File: src/rtl/tkdiv_pkg.sv
package tkdiv_pkg;

  typedef enum logic [1:0] {
    TRIM_NONE = 2'd0,
    TRIM_SLOW = 2'd1,
    TRIM_FAST = 2'd2
  } trim_e;

  // A minute is trimmed when its index lies below twice the magnitude
  // and inside the eligible part of the cycle.
  function automatic logic minute_is_trimmed(input int unsigned idx,
                                             input int unsigned mag,
                                             input int unsigned eligible);
    return (mag != 0) && (idx < 2 * mag) && (idx < eligible);
  endfunction

  function automatic trim_e pick_trim(input logic hit, input logic faster);
    if (!hit) return TRIM_NONE;
    return faster ? TRIM_FAST : TRIM_SLOW;
  endfunction

endpackage

File: src/rtl/tkd_prescale.sv
module tkd_prescale #(
  parameter int LOW_BITS  = 8,
  parameter int HIGH_BITS = 7
) (
  input  logic clk,
  input  logic rst,
  input  logic run,
  input  logic slow_req,
  input  logic fast_req,
  output logic sec_wrap,
  output logic blank_done
);
  localparam int DIV_W  = LOW_BITS + HIGH_BITS;
  localparam int HOLD_W = LOW_BITS - 1;
  localparam int BLANK  = 2 ** (LOW_BITS - 1);
  localparam int ADV    = 2 ** LOW_BITS;

  logic [DIV_W-1:0]  phase;
  logic [HOLD_W-1:0] hold_cnt;
  logic              hold_last;

  assign hold_last  = (hold_cnt == HOLD_W'(BLANK - 1));
  assign blank_done = run && slow_req && hold_last;
  assign sec_wrap   = run && !slow_req && (phase == {DIV_W{1'b1}});

  always_ff @(posedge clk) begin
    if (rst) begin
      phase    <= '0;
      hold_cnt <= '0;
    end else if (run) begin
      if (slow_req) begin
        hold_cnt <= hold_last ? '0 : hold_cnt + 1'b1;
      end else if (fast_req) begin
        phase <= phase + DIV_W'(ADV + 1);
      end else begin
        phase <= phase + 1'b1;
      end
    end
  end

  p_trim_at_start_r4: assert property (@(posedge clk) disable iff (rst)
    (slow_req || fast_req) |-> (phase == '0));
  p_hold_phase_r4: assert property (@(posedge clk) disable iff (rst)
    (run && slow_req) |=> $stable(phase));
  p_freeze_r8: assert property (@(posedge clk) disable iff (rst)
    !run |=> ($stable(phase) && $stable(hold_cnt)));
  p_single_trim_r3: assert property (@(posedge clk) disable iff (rst)
    !(slow_req && fast_req));

endmodule

File: src/rtl/tkd_minute_sched.sv
module tkd_minute_sched
  import tkdiv_pkg::*;
#(
  parameter int SEC_PER_MIN = 60,
  parameter int MIN_BITS    = 6,
  parameter int MAG_BITS    = 5
) (
  input  logic              clk,
  input  logic              rst,
  input  logic              run,
  input  logic              sec_wrap,
  input  logic              blank_done,
  input  logic [MAG_BITS:0] cal_i,
  output logic              trim_slow,
  output logic              trim_fast,
  output logic              min_wrap
);
  localparam int SEC_W     = (SEC_PER_MIN > 1) ? $clog2(SEC_PER_MIN) : 1;
  localparam int MIN_CYCLE = 2 ** MIN_BITS;
  localparam int ELIGIBLE  = MIN_CYCLE - 2;

  logic [SEC_W-1:0]    sec_idx;
  logic [MIN_BITS-1:0] min_idx;
  logic [MIN_BITS-1:0] next_min;
  logic                last_sec;
  logic                next_hit;
  trim_e               mode;

  assign last_sec  = (sec_idx == SEC_W'(SEC_PER_MIN - 1));
  assign next_min  = min_idx + 1'b1;
  assign min_wrap  = sec_wrap && last_sec;
  assign next_hit  = minute_is_trimmed(32'(next_min), 32'(cal_i[MAG_BITS-1:0]),
                                       ELIGIBLE);
  assign trim_slow = (mode == TRIM_SLOW);
  assign trim_fast = (mode == TRIM_FAST);

  always_ff @(posedge clk) begin
    if (rst) begin
      sec_idx <= '0;
      min_idx <= '0;
      mode    <= TRIM_NONE;
    end else if (run) begin
      if (sec_wrap) begin
        if (last_sec) begin
          sec_idx <= '0;
          min_idx <= next_min;
          mode    <= pick_trim(next_hit, cal_i[MAG_BITS]);
        end else begin
          sec_idx <= sec_idx + 1'b1;
        end
      end else if (mode == TRIM_FAST) begin
        mode <= TRIM_NONE;
      end else if (mode == TRIM_SLOW && blank_done) begin
        mode <= TRIM_NONE;
      end
    end
  end

  p_trim_window_r7: assert property (@(posedge clk) disable iff (rst)
    (mode != TRIM_NONE) |-> (min_idx < MIN_BITS'(ELIGIBLE)));
  p_trim_first_sec_r3: assert property (@(posedge clk) disable iff (rst)
    (mode != TRIM_NONE) |-> (sec_idx == '0));
  p_min_wraps_r7: assert property (@(posedge clk) disable iff (rst)
    (min_wrap && min_idx == {MIN_BITS{1'b1}}) |=> (min_idx == '0));

endmodule

File: src/rtl/tkd_freq_test.sv
module tkd_freq_test #(
  parameter int FT_BITS = 6
) (
  input  logic clk,
  input  logic rst,
  input  logic run,
  input  logic ftest,
  input  logic afe,
  input  logic wds,
  input  logic wd_zero,
  output logic ft_o
);
  logic [FT_BITS-1:0] ft_cnt;
  logic               gate_open;
  logic               ft_q;

  assign gate_open = run && ftest && !afe && (wds || wd_zero);
  assign ft_o      = ft_q;

  always_ff @(posedge clk) begin
    if (rst) begin
      ft_cnt <= '0;
      ft_q   <= 1'b0;
    end else begin
      if (run) ft_cnt <= ft_cnt + 1'b1;
      ft_q <= gate_open && ft_cnt[FT_BITS-1];
    end
  end

  p_gate_closed_r10: assert property (@(posedge clk) disable iff (rst)
    !gate_open |=> !ft_q);
  p_count_frozen_r8: assert property (@(posedge clk) disable iff (rst)
    !run |=> $stable(ft_cnt));

endmodule

File: src/rtl/tkdiv_top.sv
module tkdiv_top #(
  parameter int LOW_BITS    = 8,
  parameter int HIGH_BITS   = 7,
  parameter int SEC_PER_MIN = 60,
  parameter int MIN_BITS    = 6,
  parameter int MAG_BITS    = 5,
  parameter int FT_BITS     = 6
) (
  input  logic              clk_osc_i,
  input  logic              rst_i,
  input  logic [MAG_BITS:0] cal_i,
  input  logic              stop_i,
  input  logic              ftest_i,
  input  logic              afe_i,
  input  logic              wds_i,
  input  logic              wd_zero_i,
  output logic              sec_tick_o,
  output logic              min_tick_o,
  output logic              ft_o
);
  logic run;
  logic trim_slow;
  logic trim_fast;
  logic sec_wrap;
  logic blank_done;
  logic min_wrap;
  logic sec_tick_q;
  logic min_tick_q;

  assign run = !stop_i;

  tkd_prescale #(
    .LOW_BITS (LOW_BITS),
    .HIGH_BITS(HIGH_BITS)
  ) u_prescale (
    .clk       (clk_osc_i),
    .rst       (rst_i),
    .run       (run),
    .slow_req  (trim_slow),
    .fast_req  (trim_fast),
    .sec_wrap  (sec_wrap),
    .blank_done(blank_done)
  );

  tkd_minute_sched #(
    .SEC_PER_MIN(SEC_PER_MIN),
    .MIN_BITS   (MIN_BITS),
    .MAG_BITS   (MAG_BITS)
  ) u_sched (
    .clk       (clk_osc_i),
    .rst       (rst_i),
    .run       (run),
    .sec_wrap  (sec_wrap),
    .blank_done(blank_done),
    .cal_i     (cal_i),
    .trim_slow (trim_slow),
    .trim_fast (trim_fast),
    .min_wrap  (min_wrap)
  );

  tkd_freq_test #(
    .FT_BITS(FT_BITS)
  ) u_ftest (
    .clk    (clk_osc_i),
    .rst    (rst_i),
    .run    (run),
    .ftest  (ftest_i),
    .afe    (afe_i),
    .wds    (wds_i),
    .wd_zero(wd_zero_i),
    .ft_o   (ft_o)
  );

  always_ff @(posedge clk_osc_i) begin
    if (rst_i) begin
      sec_tick_q <= 1'b0;
      min_tick_q <= 1'b0;
    end else begin
      sec_tick_q <= sec_wrap;
      min_tick_q <= min_wrap;
    end
  end

  assign sec_tick_o = sec_tick_q;
  assign min_tick_o = min_tick_q;

  p_min_on_sec_r2: assert property (@(posedge clk_osc_i) disable iff (rst_i)
    min_tick_o |-> sec_tick_o);
  p_stop_silent_r8: assert property (@(posedge clk_osc_i) disable iff (rst_i)
    !run |=> !sec_tick_o);

endmodule

File: config.mk
export PLATFORM = sky130hd
export DESIGN_NAME = tkdiv_top
export DESIGN_NICKNAME = d
export VERILOG_FILES = /design/src/rtl/tkdiv_pkg.sv /design/src/rtl/tkd_prescale.sv /design/src/rtl/tkd_minute_sched.sv /design/src/rtl/tkd_freq_test.sv /design/src/rtl/tkdiv_top.sv
export SDC_FILE = /design/constraint.sdc
export NUM_CORES = 1
export LEC_CHECK = 0
export CAP_MARGIN = 10
export CORE_UTILIZATION = 45
export CTS_CLUSTER_DIAMETER = 80
export DETAILED_ROUTE_END_ITERATION = 7
export PLACE_DENSITY = 0.69
export SLEW_MARGIN = 20
export SYNTH_ARGS = -nofsm -noshare
export SYNTH_HDL_FRONTEND = slang
export SYNTH_HIERARCHICAL = 1
export SYNTH_SLANG_ARGS = --single-unit
File: constraint.sdc
create_clock -name clk_osc_i -period 4.4 [get_ports clk_osc_i]
set_clock_uncertainty 0.05 [all_clocks]
set_input_delay 0.88 -clock clk_osc_i [delete_from_list [all_inputs] [get_ports clk_osc_i]]
set_output_delay 0.88 -clock clk_osc_i [all_outputs]
set_load 0.05 [all_outputs]
==> metrics, run 1 <==
GPL Wtd Cong slightly below 0.8; R2R setup slack around 1.8 ns; clock share of power 35.7%; CTS sink cnt 45; Clock Path Buffers 2; setup TNS 0 ns; Synth Area in Adders approximately 5.4%; synth cell count leaders dfxtp_1 (45), nor2_1 (32), nand2_1 (17); largest family of logic cells by synthesized area simple AND/OR/NAND/NOR gates; Peak VDD IR approximately 0.00016 V; mux cell area share after synthesis 2.64%; WHS around 0.42 ns; R2R depth 11; final WL approximately 4.1 mm; CP Launch Type primary input; Total GRT Usage 17.5%; sw frac 21.9%; Num CTS Buffers 5; Synth Instances 261; Root Driver clkbuf_8; Critical Path End Type register; routed vias/inst between 5 and 6; RR Endpoint u_sched/min_idx[4]; largest net degree at the start of global routing 35; largest cells by area after synthesis dfxtp_1 (39%), xor2_1 (5.7%), ha_1 (5.4%), nor2_1 (5.2%), xnor2_1 (3.8%); Max Slew Vio Count 0; Cell Pwr Density 275 nW/um^2; CTS tree built; Initial Utilization a little under half; Clock Latency Late Sink approximately 0.30 ns; Iter 0 DRT Violations between 60 and 70; MaxCap Viol Count 0; HP Class reg -> reg; DP HPWL between 2 and 3 mm; CP Class in -> reg; Ys Warns 6; grt ovf 0; Worst Hold Launch u_ftest/ft_cnt[5]; DRC Markers 0; RSZ-0062 raised after global routing false; FF+latch count, synth 45; f_max between 300 and 400 MHz; Syn Area/Cell between 8 and 9 sq um; async set or reset register ratio after synthesis 0%; postcts setup bufs 0; predominant post-synthesis flop cell dfxtp_1; final setup fails 0; most frequent cell after synthesis dfxtp_1; Rel. slew slack between 60% and 70%; Syn Nets ~280; Synth Area in Compound Gates roughly 11%; synthesized area between 2000 and 2500 sq um; Syn-to-layout area delta 11.1%; Worst-path clk slew 0.07 ns; logic gate share of total power 5.7%; Die H between 70 and 80 um; sequential share of power roughly 60%; status completed; Synth area leader dfxtp_1; Final Util between 50% and 60%; Initial DRT Pass Iterations 4; Int Pwr around 0.56 mW; Synth Area in Simple Gates between 20 and 30%; Top-Level Pins 16; number of gates resized after CTS 0; cts hold-fix bufs 0; fraction of layout cells with a size suffix above 1 under 10%; number of fill cells approximately 470; via count roughly 1800; post-synthesis cell type count 51; Final Net Count 300; Least-Margin Pin Slew 0.589 ns; Storage cell area around 900 sq um; xor/xnor share of the synthesized area 9.42%; Psw about 0.16 mW; number of synthesized flops with an enable pin 0; initial antenna violation count 0; n_diodes 0; final worst slack roughly 1.3 ns; crit path time final approximately 3.1 ns; vias in the first global route around 1600; post-route ant nets 0; Synth top area share between 30% and 40%; r2r startpoint u_sched/mode[0]; Multi-input gate area 1300 sq um; Tcrit/Tclk final a little over two thirds; CORE AREA ~4800 sq um; DIE WIDTH roughly 74 um; first-pass GRT wire length between 7 and 8 mm; CP arrival 3.21 ns; WP data required 4.54 ns; Leak ~0.96 nW; Port Buffers 15; worst hold stages 2; critical path fanouts, max 7; Final Hold Fails 0; WL/cell between 10 and 15 um; dpl ws about 1.0 ns; Die ar. 5460 sq um; H-tree Lvls 2; post-synthesis sequential area ratio between 30% and 40%; WHS Endpoint u_ftest/ft_o; # rows 25
power groups by stage:
stage	Sequential, mW	Combinational (mW)	Clock, mW
after floorplan	0.425	0.0251	0
after global placement	0.426	0.0411	0
after detailed placement	0.426	0.0413	0
after CTS	0.417	0.0416	0.266
after global routing	0.417	0.0466	0.273
final	0.417	0.0409	0.254
worst max-delay path by stage:
| stage | endpoint | startpoint |
|---|---|---|
| after floorplan | u_sched/min_idx[4] | stop_i |
| after global placement | u_sched/min_idx[4] | stop_i |
| after detailed placement | u_sched/min_idx[4] | stop_i |
| after CTS | u_sched/min_idx[4] | stop_i |
| after global routing | u_sched/min_idx[4] | stop_i |
| final | u_sched/min_idx[4] | stop_i |
cells in the final DEF, fill, tap and decap left out, drive strengths merged, types with 2 or more instances in the layout:
cell and count:
a211o 2, nand3 15, o21ai 8, xor2 15, nor3 8, nand4 10, nand2 18, xnor2 10
mux2i 2, and3 5, a211oi 2, dfxtp 45, a21oi 15, clkbuf 7, and4b 2, and4 2
o31ai 2, buf 3, o211ai 2, or3 7, clkdlybuf4s50 15, and2 6, ha 10, inv 10
mux2 3, nor2 32, nor2b 6
through the flow:
stage | power [mW] | area [sq um] | instances
after floorplan | 0.450 | 2320 | 261
after global placement | 0.467 | 2500 | 337
after global routing | 0.737 | 2580 | 344
after detailed placement | 0.467 | 2500 | 337
after CTS | 0.724 | 2580 | 344
final | 0.712 | 2580 | 344
metal layers:
| layer | GRT usage (%) | routed length [um] |
|---|---|---|
| met5 | 0 | 0 |
| met4 | 8.97 | 101 |
| met3 | 4.12 | 121 |
| met2 | 26.3 | 1720 |
| met1 | 23.3 | 2130 |
cells by family (layout without fill, tap and decap cells):
| logic type | after synthesis | after routing |
|---|---|---|
| multiplexers | 5 | 5 |
| adder cells (fa/ha/maj) | 10 | 10 |
| AND/OR/NAND/NOR | 119 | 119 |
| XOR/XNOR | 25 | 25 |
| AO/OA/AOI/OAI | 38 | 38 |
| flip-flops | 45 | 45 |
| buffers and inverters | 19 | 35 |
state kept, by name, indices dropped and copies added, names as in the netlist:
register,count
u_prescale/hold_cnt,7
u_prescale/phase,15
u_sched/sec_idx,6
sec_tick_o,1
u_ftest/ft_cnt,6
u_sched/mode,2
min_tick_o,1
u_ftest/ft_o,1
u_sched/min_idx,6
worst max-delay path, stage by stage:
cell             delay [ns]
clkdlybuf4s50_1        0.40
inv_1                  0.07
and4b_1                0.23
and3_1                 0.21
nand2_1                0.07
nor3_1                 0.18
buf_4                  0.17
and4b_1                0.37
nand4_1                0.18
nor2_1                 0.12
mux2_2                 0.33
final cells by class:
| cell class | count | share of cell area (%) |
|---|---|---|
| clock buffers | 7 | 3.34 |
| inverters | 10 | 1.45 |
| multi-input cells | 197 | 50.4 |
| flip-flops and latches | 45 | 34.9 |
| well taps | 67 | 3.24 |
| repair buffers | 18 | 6.68 |
Note: power is estimated with default switching activity, not from simulation.
==> run 2: changes to the inputs <==
==> constraint.sdc (replaced) <==
create_clock -name clk_osc_i -period 3 [get_ports clk_osc_i]
set_clock_uncertainty 0.05 [all_clocks]
set_input_delay 0.6 -clock clk_osc_i [delete_from_list [all_inputs] [get_ports clk_osc_i]]
set_output_delay 0.6 -clock clk_osc_i [all_outputs]
set_load 0.05 [all_outputs]
==> run 2 against run 1 <==
Effect of this change:
- count of clock-buffer cells in the layout grew 1
- critical path depth shrank 1
- register-to-register slack lost 1.3 ns
- worst setup slack worse by 0.98 ns
- hold slack improved by 0.0052 ns
- highest routed layer unchanged
- global-route usage rose by 0.17 points
- largest cell class unchanged
==> metrics, run 2 (synthesis results as in run 1) <==
Least-Margin Pin Slew 0.497 ns; CP Class in -> reg; Critical Path End Type register; setup TNS 0 ns; CP arrival roughly 2.8 ns; Peak VDD IR between 0.0002 and 0.0003 V; grt ovf 0; final setup fails 0; Top-Level Pins 16; Rel. slew slack approximately two thirds; largest net degree at the start of global routing 38; Die H ~74 um; DIE WIDTH 73.9 um; leading cell type in the layout, fill and taps excluded dfxtp_1; Port Buffers 15; fraction of layout cells with a size suffix above 1 under 10%; MaxCap Viol Count 0; Die ar. 5460 sq um; Clock Path Buffers 2; crit path time final 2.65 ns; DRC Markers 0; Initial Utilization a little under half; H-tree Lvls 2; biggest registers after layout u_prescale/phase x15, u_prescale/hold_cnt x7; post-route ant nets 0; Final Net Count roughly 300; # rows 25; GPL Wtd Cong between 0.8 and 0.9; worst hold stages 2; Int Pwr roughly 0.8 mW; commonest cells after routing, fill and taps aside dfxtp_1 (45), nor2_1 (32), nand2_1 (17); R2R setup slack approximately 0.54 ns; f_max around 380 MHz; routed vias/inst 5.22; Worst Hold Launch u_ftest/ft_cnt[5]; first-pass GRT wire length roughly 7.4 mm; Cell Pwr Density around 390 nW/um^2; Clock Latency Late Sink ~0.29 ns; postcts setup bufs 0; final WL roughly 4.2 mm; final worst slack 0.351 ns; initial antenna violation count 0; sw frac 22.3%; Largest register FFs 15; Tcrit/Tclk final 88.3%; Iter 0 DRT Violations 100; CORE AREA 4850 sq um; Finished Layout Cells about 350; DP HPWL between 3 and 4 mm; Worst-path clk slew roughly 0.080 ns; RR Endpoint u_sched/mode[0]; clock share of power between 30% and 40%; Leak roughly 0.98 nW; cts hold-fix bufs 0; sequential share of power slightly below 60%; WL/cell about 12 um; number of gates resized after CTS 0; Root Driver clkbuf_8; vias in the first global route about 1700; via count between 1500 and 2000; logic gate share of total power under 10%; Psw around 0.23 mW; critical path fanouts, max 5; r2r startpoint u_sched/mode[0]; Syn-to-layout area delta 12.2%; WP data required ~3.1 ns; Max Slew Vio Count 0; largest register by flop count u_prescale/phase; CP Launch Type primary input; RSZ-0062 raised after global routing false; Final Util 53.8%; R2R depth 11; dpl ws approximately 0.026 ns; HP Class reg -> reg; Final Hold Fails 0; n_diodes 0; CTS tree built; Num CTS Buffers 5; cell count after placement around 340; Initial DRT Pass Iterations 4; WHS Endpoint u_ftest/ft_o; status completed; CTS sink cnt 45; Total GRT Usage between 15 and 20%
## run 2: power groups by stage
stage / sequential [mW] / combinational [mW] / clock (mW)
floorplan: 0.623 / 0.0368 / 0
global placement: 0.625 / 0.0611 / 0
detailed placement: 0.625 / 0.0621 / 0
CTS: 0.611 / 0.0623 / 0.368
global route: 0.612 / 0.0698 / 0.393
finish: 0.611 / 0.0617 / 0.355
## run 2: worst max-delay path by stage
| stage | start | to | slack [ns] |
|---|---|---|---|
| global placement | stop_i | u_sched/mode[1] | 0.1 |
| CTS | stop_i | u_sched/mode[0] | 0.33 |
| detailed placement | stop_i | u_sched/mode[0] | 0.03 |
| finish | stop_i | u_sched/min_idx[4] | 0.35 |
| floorplan | stop_i | u_sched/min_idx[4] | 0.22 |
| global route | stop_i | u_sched/mode[1] | 0.11 |
## run 2: stage by stage
| step | instance area (sq um) | total power, mW | hold WS, ns |
|---|---|---|---|
| after floorplan | 2320 | 0.660 | 0.392 |
| after global routing | 2610 | 1.07 | 0.444 |
| after CTS | 2610 | 1.04 | 0.428 |
| final | 2610 | 1.03 | 0.423 |
| after detailed placement | 2530 | 0.687 | 0.417 |
| after global placement | 2530 | 0.686 | 0.409 |
## run 2: cell type report
cell class,count,area (sq um)
clock buffer,8,80.1
fill,458,2240
timing repair buffer,22,203
sequential,45,901
tap,67,83.8
inverter,10,37.5
multi-input combinational,197,1300
## run 2: critical path, stage by stage
cell and delay (ns):
clkdlybuf4s50_1 0.40, inv_1 0.07, and4b_1 0.23, and3_1 0.21
nand2_1 0.07, nor3_1 0.23, and4b_1 0.36, nand4_1 0.16
nor2_1 0.13, mux2_2 0.34
## run 2: per-layer routing
layer / wire [um] / track usage [%]
met2: 1870 / 28.3
met4: 44 / 5.77
met5: 0 / 0
met1: 2140 / 23.1
met3: 138 / 4.53
==> run 3: changes to the inputs <==
--- a/config.mk
+++ b/config.mk
@@ -6,10 +6,10 @@
 export NUM_CORES = 1
 export LEC_CHECK = 0
 export CAP_MARGIN = 10
-export CORE_UTILIZATION = 45
+export CORE_UTILIZATION = 50
 export CTS_CLUSTER_DIAMETER = 80
 export DETAILED_ROUTE_END_ITERATION = 7
-export PLACE_DENSITY = 0.69
+export PLACE_DENSITY = 0.74
 export SLEW_MARGIN = 20
 export SYNTH_ARGS = -nofsm -noshare
 export SYNTH_HDL_FRONTEND = slang
==> constraint.sdc (replaced) <==
create_clock -name clk_osc_i -period 2.7 [get_ports clk_osc_i]
set_clock_uncertainty 0.05 [all_clocks]
set_input_delay 0.54 -clock clk_osc_i [delete_from_list [all_inputs] [get_ports clk_osc_i]]
set_output_delay 0.54 -clock clk_osc_i [all_outputs]
set_load 0.05 [all_outputs]
==> run 3 against run 2 <==
Effect of this change:
- sequential share of layout area is 0.87 points lower
- combinational power is 13% higher
- hold slack hardly changed
- global-route usage is 0.53 points higher
- final area is 2.6% higher
- power is 31% higher
- sequential power is 11% higher
- utilization is 6.8 points higher
- count of clock-buffer cells in the layout is 3 lower
- largest power group unchanged
==> metrics, run 3 (synthesis results as in run 1) <==
Critical Path End Type register; HP Class reg -> reg; # rows 24; Peak VDD IR ~0.00037 V; Psw between 0.2 and 0.3 mW; WP data required about 2.9 ns; vias in the first global route 1706; routed vias/inst 5.48; largest register by flop count u_prescale/phase; DIE WIDTH approximately 70 um; CP Class in -> reg; Top-Level Pins 16; final setup fails 0; sw frac between 20% and 30%; Pwr Total approximately 1.3 mW; final worst slack 0.161 ns; biggest registers after layout u_prescale/phase x15, u_prescale/hold_cnt x7; CTS sink cnt 45; Initial DRT Pass Iterations 4; Initial Utilization between 50% and 60%; final WL 4.24 mm; Rel. slew slack around two thirds; Int Pwr between 1 and 1.5 mW; dpl ws -0.201 ns; Least-Margin Pin Slew 0.489 ns; Final Hold Fails 0; initial antenna violation count 0; Num CTS Buffers 5; commonest cells after routing, fill and taps aside dfxtp_1 (45), nor2_1 (32), nand2_1 (17); status completed; Final Net Count 307; logic gate share of total power 5.2%; CP Launch Type primary input; Worst-path clk slew about 0.080 ns; Leak between 1 and 1.5 nW; Tcrit/Tclk final a little over nine tenths; Iter 0 DRT Violations 83; Root Driver clkbuf_8; Total GRT Usage a little under a fifth; WL/cell between 10 and 15 um; CORE AREA 4410 sq um; Die ar. approximately 4900 sq um; n_diodes 0; largest net degree at the start of global routing 38; Die H about 70 um; Largest register FFs 15; CTS tree built; Clock Latency Late Sink 0.30 ns; RSZ-0062 raised after global routing false; GPL Wtd Cong 0.787; Syn-to-layout area delta 15.1%; post-route ant nets 0; sequential share of power 50.6%; f_max roughly 390 MHz; MaxCap Viol Count 0; critical path fanouts, max 4; DP HPWL 2.94 mm; crit path time final 2.54 ns; WHS between 0.4 and 0.5 ns; first-pass GRT wire length about 7.3 mm; Max Slew Vio Count 0; H-tree Lvls 2; clock share of power 44.2%; CP arrival between 2 and 3 ns; Cell Pwr Density about 500 nW/um^2; via count between 1500 and 2000; R2R setup slack 0.36 ns; Clock Path Buffers 2; Port Buffers 15; fraction of layout cells with a size suffix above 1 about an eighth; DRC Markers 0; leading cell type in the layout, fill and taps excluded dfxtp_1; grt ovf 0
-- run 3: changes by cell type in the layout (fill, tap and decap cells not counted) --
cell,delta
clkbuf_1,-3
a2111oi_2,+1
a2111oi_1,-1
nor3_1,-1
buf_4,+3
bufinv_16,+2
nor3_2,+1
clkinv_2,+1
-- run 3: stage by stage --
| stage | utilization, % | instance area [sq um] | setup TNS (ns) | instances |
|---|---|---|---|---|
| final | 60.6 | 2680 | 0 | 337 |
| after detailed placement | 57.5 | 2540 | -0.634 | 329 |
| after global placement | 57.5 | 2540 | -0.331 | 329 |
| after floorplan | - | 2330 | 0 | 261 |
| after CTS | 60.5 | 2670 | 0 | 337 |
| after global routing | 60.6 | 2680 | 0 | 337 |
-- run 3: cell type report --
type | instances | area (sq um)
Fill cell | 387 | 1740
Multi-Input combinational cell | 197 | 1310
Sequential cell | 45 | 901
Timing Repair Buffer | 25 | 225
Clock buffer | 5 | 68.8
Clock inverter | 3 | 65.1
Tap cell | 52 | 65.1
Inverter | 10 | 37.5
-- run 3: power by group through the flow --
stage / Sequential (mW) / Clock, mW / Combinational (mW)
5_1_grt: 0.680 / 0.633 / 0.0770
2_1_floorplan: 0.693 / 0 / 0.0408
3_5_place_dp: 0.694 / 0 / 0.0696
6_report: 0.679 / 0.593 / 0.0696
3_3_place_gp: 0.694 / 0 / 0.0687
4_1_cts: 0.679 / 0.607 / 0.0699
-- run 3: worst paths after layout --
check / startpoint / to / cells past startpoint
max: stop_i / u_sched/min_idx[5] / 11
min: u_ftest/ft_cnt[5] / u_ftest/ft_o / 2
max reg2reg: u_sched/mode[0] / u_sched/min_idx[5] / 11
min reg2reg: u_ftest/ft_cnt[5] / u_ftest/ft_o / 2
-- run 3: what timing repair did --
action / 4_1_cts / 5_1_grt
endpoints found under the setup margin: 0 / 2
hold buffers: 0 / 0
gates resized for setup: 0 / 1
buffers inserted: 0 / 0
-- run 3: critical path, stage by stage --
cell             delay (ns)
clkdlybuf4s50_1        0.40
inv_1                  0.06
and4b_1                0.22
and3_1                 0.22
nand2_1                0.08
nor3_2                 0.20
and4b_1                0.29
buf_4                  0.14
nand3_2                0.07
or3_1                  0.33
a21oi_1                0.15
-- run 3: layer usage --
metal	vias to the layer above	routed length, um	track usage (%)
met5	-	0	0
met4	0	54	6.00
met3	6	121	3.90
met2	30	1970	30.3
met1	852	2090	23.4
li1	959	-	-
